[src/rtl/fpa_pkg.sv]
package fpa_pkg;

    // Index of the lower neighbour a Ladner-Fischer node at bit i merges
    // with on level l: the top bit of the previous aligned block.
    function automatic int lf_partner(input int i, input int l);
        return ((i >> (l + 1)) << (l + 1)) + (1 << l) - 1;
    endfunction

    // True when bit i owns a merge on level l.
    function automatic bit lf_active(input int i, input int l);
        return ((i >> l) & 1) == 1;
    endfunction

endpackage

[src/rtl/fpa_bit_cells.sv]
module fpa_bit_cells #(
    parameter int W = 16
) (
    input  logic [W-1:0] a_i,
    input  logic [W-1:0] b_i,
    output logic [W-1:0] gen_o,
    output logic [W-1:0] prop_o,
    output logic [W-1:0] nkill_o
);

    for (genvar i = 0; i < W; i++) begin : g_bit
        assign gen_o[i]   = a_i[i] & b_i[i];
        assign prop_o[i]  = a_i[i] ^ b_i[i];
        assign nkill_o[i] = a_i[i] | b_i[i];
    end

endmodule

[src/rtl/fpa_black_cell.sv]
module fpa_black_cell (
    input  logic gen_hi_i,
    input  logic nk_hi_i,
    input  logic gen_lo_i,
    input  logic nk_lo_i,
    output logic gen_o,
    output logic nk_o
);

    assign gen_o = gen_hi_i | (nk_hi_i & gen_lo_i);
    assign nk_o  = nk_hi_i & nk_lo_i;

endmodule

[src/rtl/fpa_prefix_tree.sv]
module fpa_prefix_tree
    import fpa_pkg::*;
#(
    parameter int W = 16
) (
    input  logic [W-1:0] gen_i,
    input  logic [W-1:0] nk_i,
    output logic [W-1:0] grp_gen_o,
    output logic [W-1:0] grp_nk_o
);

    localparam int LVL = $clog2(W);

    logic [W-1:0] gen_lv [LVL+1];
    logic [W-1:0] nk_lv  [LVL+1];

    assign gen_lv[0] = gen_i;
    assign nk_lv[0]  = nk_i;

    for (genvar l = 0; l < LVL; l++) begin : g_lvl
        for (genvar i = 0; i < W; i++) begin : g_node
            if (lf_active(i, l)) begin : g_merge
                localparam int J = lf_partner(i, l);
                fpa_black_cell u_cell (
                    .gen_hi_i (gen_lv[l][i]),
                    .nk_hi_i  (nk_lv[l][i]),
                    .gen_lo_i (gen_lv[l][J]),
                    .nk_lo_i  (nk_lv[l][J]),
                    .gen_o    (gen_lv[l+1][i]),
                    .nk_o     (nk_lv[l+1][i])
                );
            end else begin : g_pass
                assign gen_lv[l+1][i] = gen_lv[l][i];
                assign nk_lv[l+1][i]  = nk_lv[l][i];
            end
        end
    end

    assign grp_gen_o = gen_lv[LVL];
    assign grp_nk_o  = nk_lv[LVL];

endmodule

[src/rtl/fpa_sum_cells.sv]
module fpa_sum_cells #(
    parameter int W = 16
) (
    input  logic [W-1:0] prop_i,
    input  logic [W-1:0] grp_gen_i,
    input  logic [W-1:0] grp_nk_i,
    output logic [W-1:0] sum0_o,
    output logic [W-1:0] sum1_o,
    output logic         cout0_o,
    output logic         cout1_o
);

    logic [W-1:0] cin0;
    logic [W-1:0] cin1;

    // carry into bit i comes from span [i-1:0]; bit 0 sees the forced carry
    assign cin0 = {grp_gen_i[W-2:0], 1'b0};
    assign cin1 = {grp_gen_i[W-2:0] | grp_nk_i[W-2:0], 1'b1};

    assign sum0_o  = prop_i ^ cin0;
    assign sum1_o  = prop_i ^ cin1;
    assign cout0_o = grp_gen_i[W-1];
    assign cout1_o = grp_gen_i[W-1] | grp_nk_i[W-1];

endmodule

[src/rtl/fpa_compound_adder.sv]
module fpa_compound_adder #(
    parameter int W = 16
) (
    input  logic [W-1:0] a_i,
    input  logic [W-1:0] b_i,
    input  logic         inc_i,
    output logic [W-1:0] sum_o,
    output logic         cout_o,
    output logic [W-1:0] sum_plain_o,
    output logic         cout_plain_o,
    output logic [W-1:0] sum_inc_o,
    output logic         cout_inc_o
);

    logic [W-1:0] gen_d;
    logic [W-1:0] prop_d;
    logic [W-1:0] nk_d;
    logic [W-1:0] grp_gen_d;
    logic [W-1:0] grp_nk_d;

    fpa_bit_cells #(.W(W)) u_cells (
        .a_i     (a_i),
        .b_i     (b_i),
        .gen_o   (gen_d),
        .prop_o  (prop_d),
        .nkill_o (nk_d)
    );

    fpa_prefix_tree #(.W(W)) u_tree (
        .gen_i     (gen_d),
        .nk_i      (nk_d),
        .grp_gen_o (grp_gen_d),
        .grp_nk_o  (grp_nk_d)
    );

    fpa_sum_cells #(.W(W)) u_sum (
        .prop_i    (prop_d),
        .grp_gen_i (grp_gen_d),
        .grp_nk_i  (grp_nk_d),
        .sum0_o    (sum_plain_o),
        .sum1_o    (sum_inc_o),
        .cout0_o   (cout_plain_o),
        .cout1_o   (cout_inc_o)
    );

    always_comb begin
        sum_o  = inc_i ? sum_inc_o  : sum_plain_o;
        cout_o = inc_i ? cout_inc_o : cout_plain_o;
    end

endmodule

[config.mk]
export PLATFORM = sky130hd
export DESIGN_NAME = fpa_compound_adder
export DESIGN_NICKNAME = d
export VERILOG_FILES = /design/src/rtl/fpa_pkg.sv /design/src/rtl/fpa_bit_cells.sv /design/src/rtl/fpa_black_cell.sv /design/src/rtl/fpa_prefix_tree.sv /design/src/rtl/fpa_sum_cells.sv /design/src/rtl/fpa_compound_adder.sv
export SDC_FILE = /design/constraint.sdc
export NUM_CORES = 1
export LEC_CHECK = 0
export BUFFER_PORTS_ARGS = -buffer_cell sky130_fd_sc_hd__buf_2
export CAP_MARGIN = 20
export CORE_MARGIN = 2
export CORE_UTILIZATION = 52
export DETAILED_ROUTE_END_ITERATION = 10
export GPL_TIMING_DRIVEN = 0
export PLACE_DENSITY = 0.95
export RECOVER_POWER = 25
export SETUP_SLACK_MARGIN = 0.15
export SLEW_MARGIN = 5
export SYNTH_ARGS = -nofsm -noshare
export SYNTH_HDL_FRONTEND = slang
export SYNTH_SLANG_ARGS = --single-unit
[constraint.sdc]
create_clock -name vclk -period 4.95
set_input_delay 0.2475 -clock vclk [all_inputs]
set_output_delay 0.2475 -clock vclk [all_outputs]
set_load 0.01 [all_outputs]
==> results.toml <==
[finish]
seq_cell_count = 0
antenna_cells = 0
nFillCells = 255
drive_gt1_share_pct = 34.3
multi_input_area_um2 = 1420
finalNonFillerCells = 319
area_delta_synth_final_pct = 28.2
final_util_pct = 68.3
seqCellArea_um2 = 0
final_nets = 356
clkbuf_count = 0

[logic_synthesis]
ys_warn_count = 0
synth_nets = 270
syn_area_um2 = 1590
ys_top_cells_by_count = "inv_1, ha_1, xnor2_1, a21oi_1"
synthCells = 202
yosysSeqAreaShare_pct = 0
synth_top_area_share_pct = 24.4
syn_avg_cell_area_um2 = 7.85
synthTopCellsByArea = "ha_1, xnor2_1, inv_1"
yosysTopAreaCell = "ha_1"
synth_cell_types = 45
synth_most_common_cell = "inv_1"

[die]
die_w_um = 59.2
ios = 84
rows = 20
start_util_pct = 53.3
dieArea_um2 = 3510
coreArea_um2 = 2980
die_y_um = 59.2

[setup_path]
slowest_stage = "nor4_1"
end_kind = "output port"
crit_type = "primary input to output port"
crit_start = "a_i[4]"
cp-start-kind = "primary input"
path_cells = "buf_2 -> inv_1 -> ha_1 -> nor4_1 -> inv_1 -> o211ai_2 -> fa_1 -> mux2_2 -> buf_2"
cpPeakStageDelay_ns = 0.51
required_ns = 4.70
crit_arrival_ns = 2.61
cp_max_fo = 6
path_delay_family = "adder cells"
crit_buf_inv = 4

[placed_design]
place_congestion = 0.807
hpwl_mm = 3.36
portBuffers = 84
numPlacedInstances = 319
dp_slack_ns = 2.09

[grt]
use_met1_pct = 26.4
grt_use_total_pct = 21.8
gr-total-overflow = 0
grt_max_degree = 11
grtUsageMet2_pct = 41.9
grt_pass1_wl_mm = 6.32
met3_usage_pct = 2.40
grt_pass1_vias = 1576
busiest_layer = "met2"
grt_antenna_before_repair = 0

[drt]
num_vias = 1676
vias_per_cell = 5.25
firstDrtPassIters = 4
drc = 0
drt-wirelength-per-cell_um = 11.9
ant_nets = 0
routed_wl_mm = 3.79
drt_iter0_markers = 62

[sta]
setup_viol = 0
fin_crit_sh_pct = 57.7
rsz0062_at_grt = "false"
max_freq_mhz = 350
worst_slack_ns = 2.09
hold_viol_final = 0
min_period_ns = 2.86
slew_violations = 0
finalSetupTns_ns = 0
worst_slew_pin_slew_ns = 0.801
max_slew_margin_pct = 46.1

[status]
status = "completed"

[worst_hold_path]
hp-class = "primary input to output port"
hp-start = "b_i[8]"

[power_and_ir_drop]
worst_ir_drop_vdd_v = 0.0000965
power.density_nw_per_um2 = 175
p_leak_nw = 1.08

[cts]
cts_resized = 0
hold_buffers = 0
postCtsSetupBuffers = 0

[flow_run]
cap_violations = 0
## worst paths after layout
check | end | slack [ns] | depth (start not counted)
worst max-delay path | sum_o[8] | 2.09 | 9
worst min-delay path | sum_plain_o[8] | 0.91 | 3
## cell usage in the layout, fill, tap and decap left out, drive strengths merged, types with 3 or more instances in the layout
master,n
buf,73
inv,41
ha,31
xnor2,26
a21oi,18
clkbuf,12
nor2,9
xor2,9
o21bai,7
nand2,7
mux2,6
nor4,5
fa,4
a31oi,3
nor3,3
o211ai,3
a221oi,3
o21ai,3
## kinds of logic (layout without fill, tap and decap cells)
kind of cell    after synthesis  after routing  synth area share (%)
xor+xnor                     35             35                  19.3
buf+inv                      43            127                  10.5
mux                           7              7                  4.89
compound gates               46             46                  23.0
fa+ha+maj                    35             35                  29.5
simple gates                 36             36                  12.8
## where the power goes
part | switching, mW | leakage [nW] | internal (mW)
sequential | 0 | 0 | 0
combinational | 0.196 | 1.08 | 0.160
clock | 0 | 0 | 0
total | 0.196 | 1.08 | 0.160
## final cells by class
type | instances | area share, %
multi-input cells | 159 | 69.8
repair buffers | 84 | 20.0
well taps | 33 | 2.03
plain buffers | 1 | 0.185
inverters | 42 | 8.00
## tightest hold or removal path, cell delays in order
cell and delay [ns]:
buf_2 0.12, fa_1 0.17, buf_2 0.13
## stage by stage
stage               cell area (µm²)  hold WS (ns)  power [mW]
finish                         2030         0.914       0.356
global route                   2030         0.943       0.392
CTS                            2050         0.910       0.361
detailed placement             2050         0.910       0.359
global placement               2050         0.885       0.349
floorplan                      1590         0.697       0.235
## layer usage
metal / vias to the layer above / wire (µm)
met5: - / 0
met4: 0 / 38
met3: 4 / 254
met2: 60 / 1890
met1: 764 / 1620
li1: 848 / -
No activity file was read; power rests on OpenSTA's default activity.
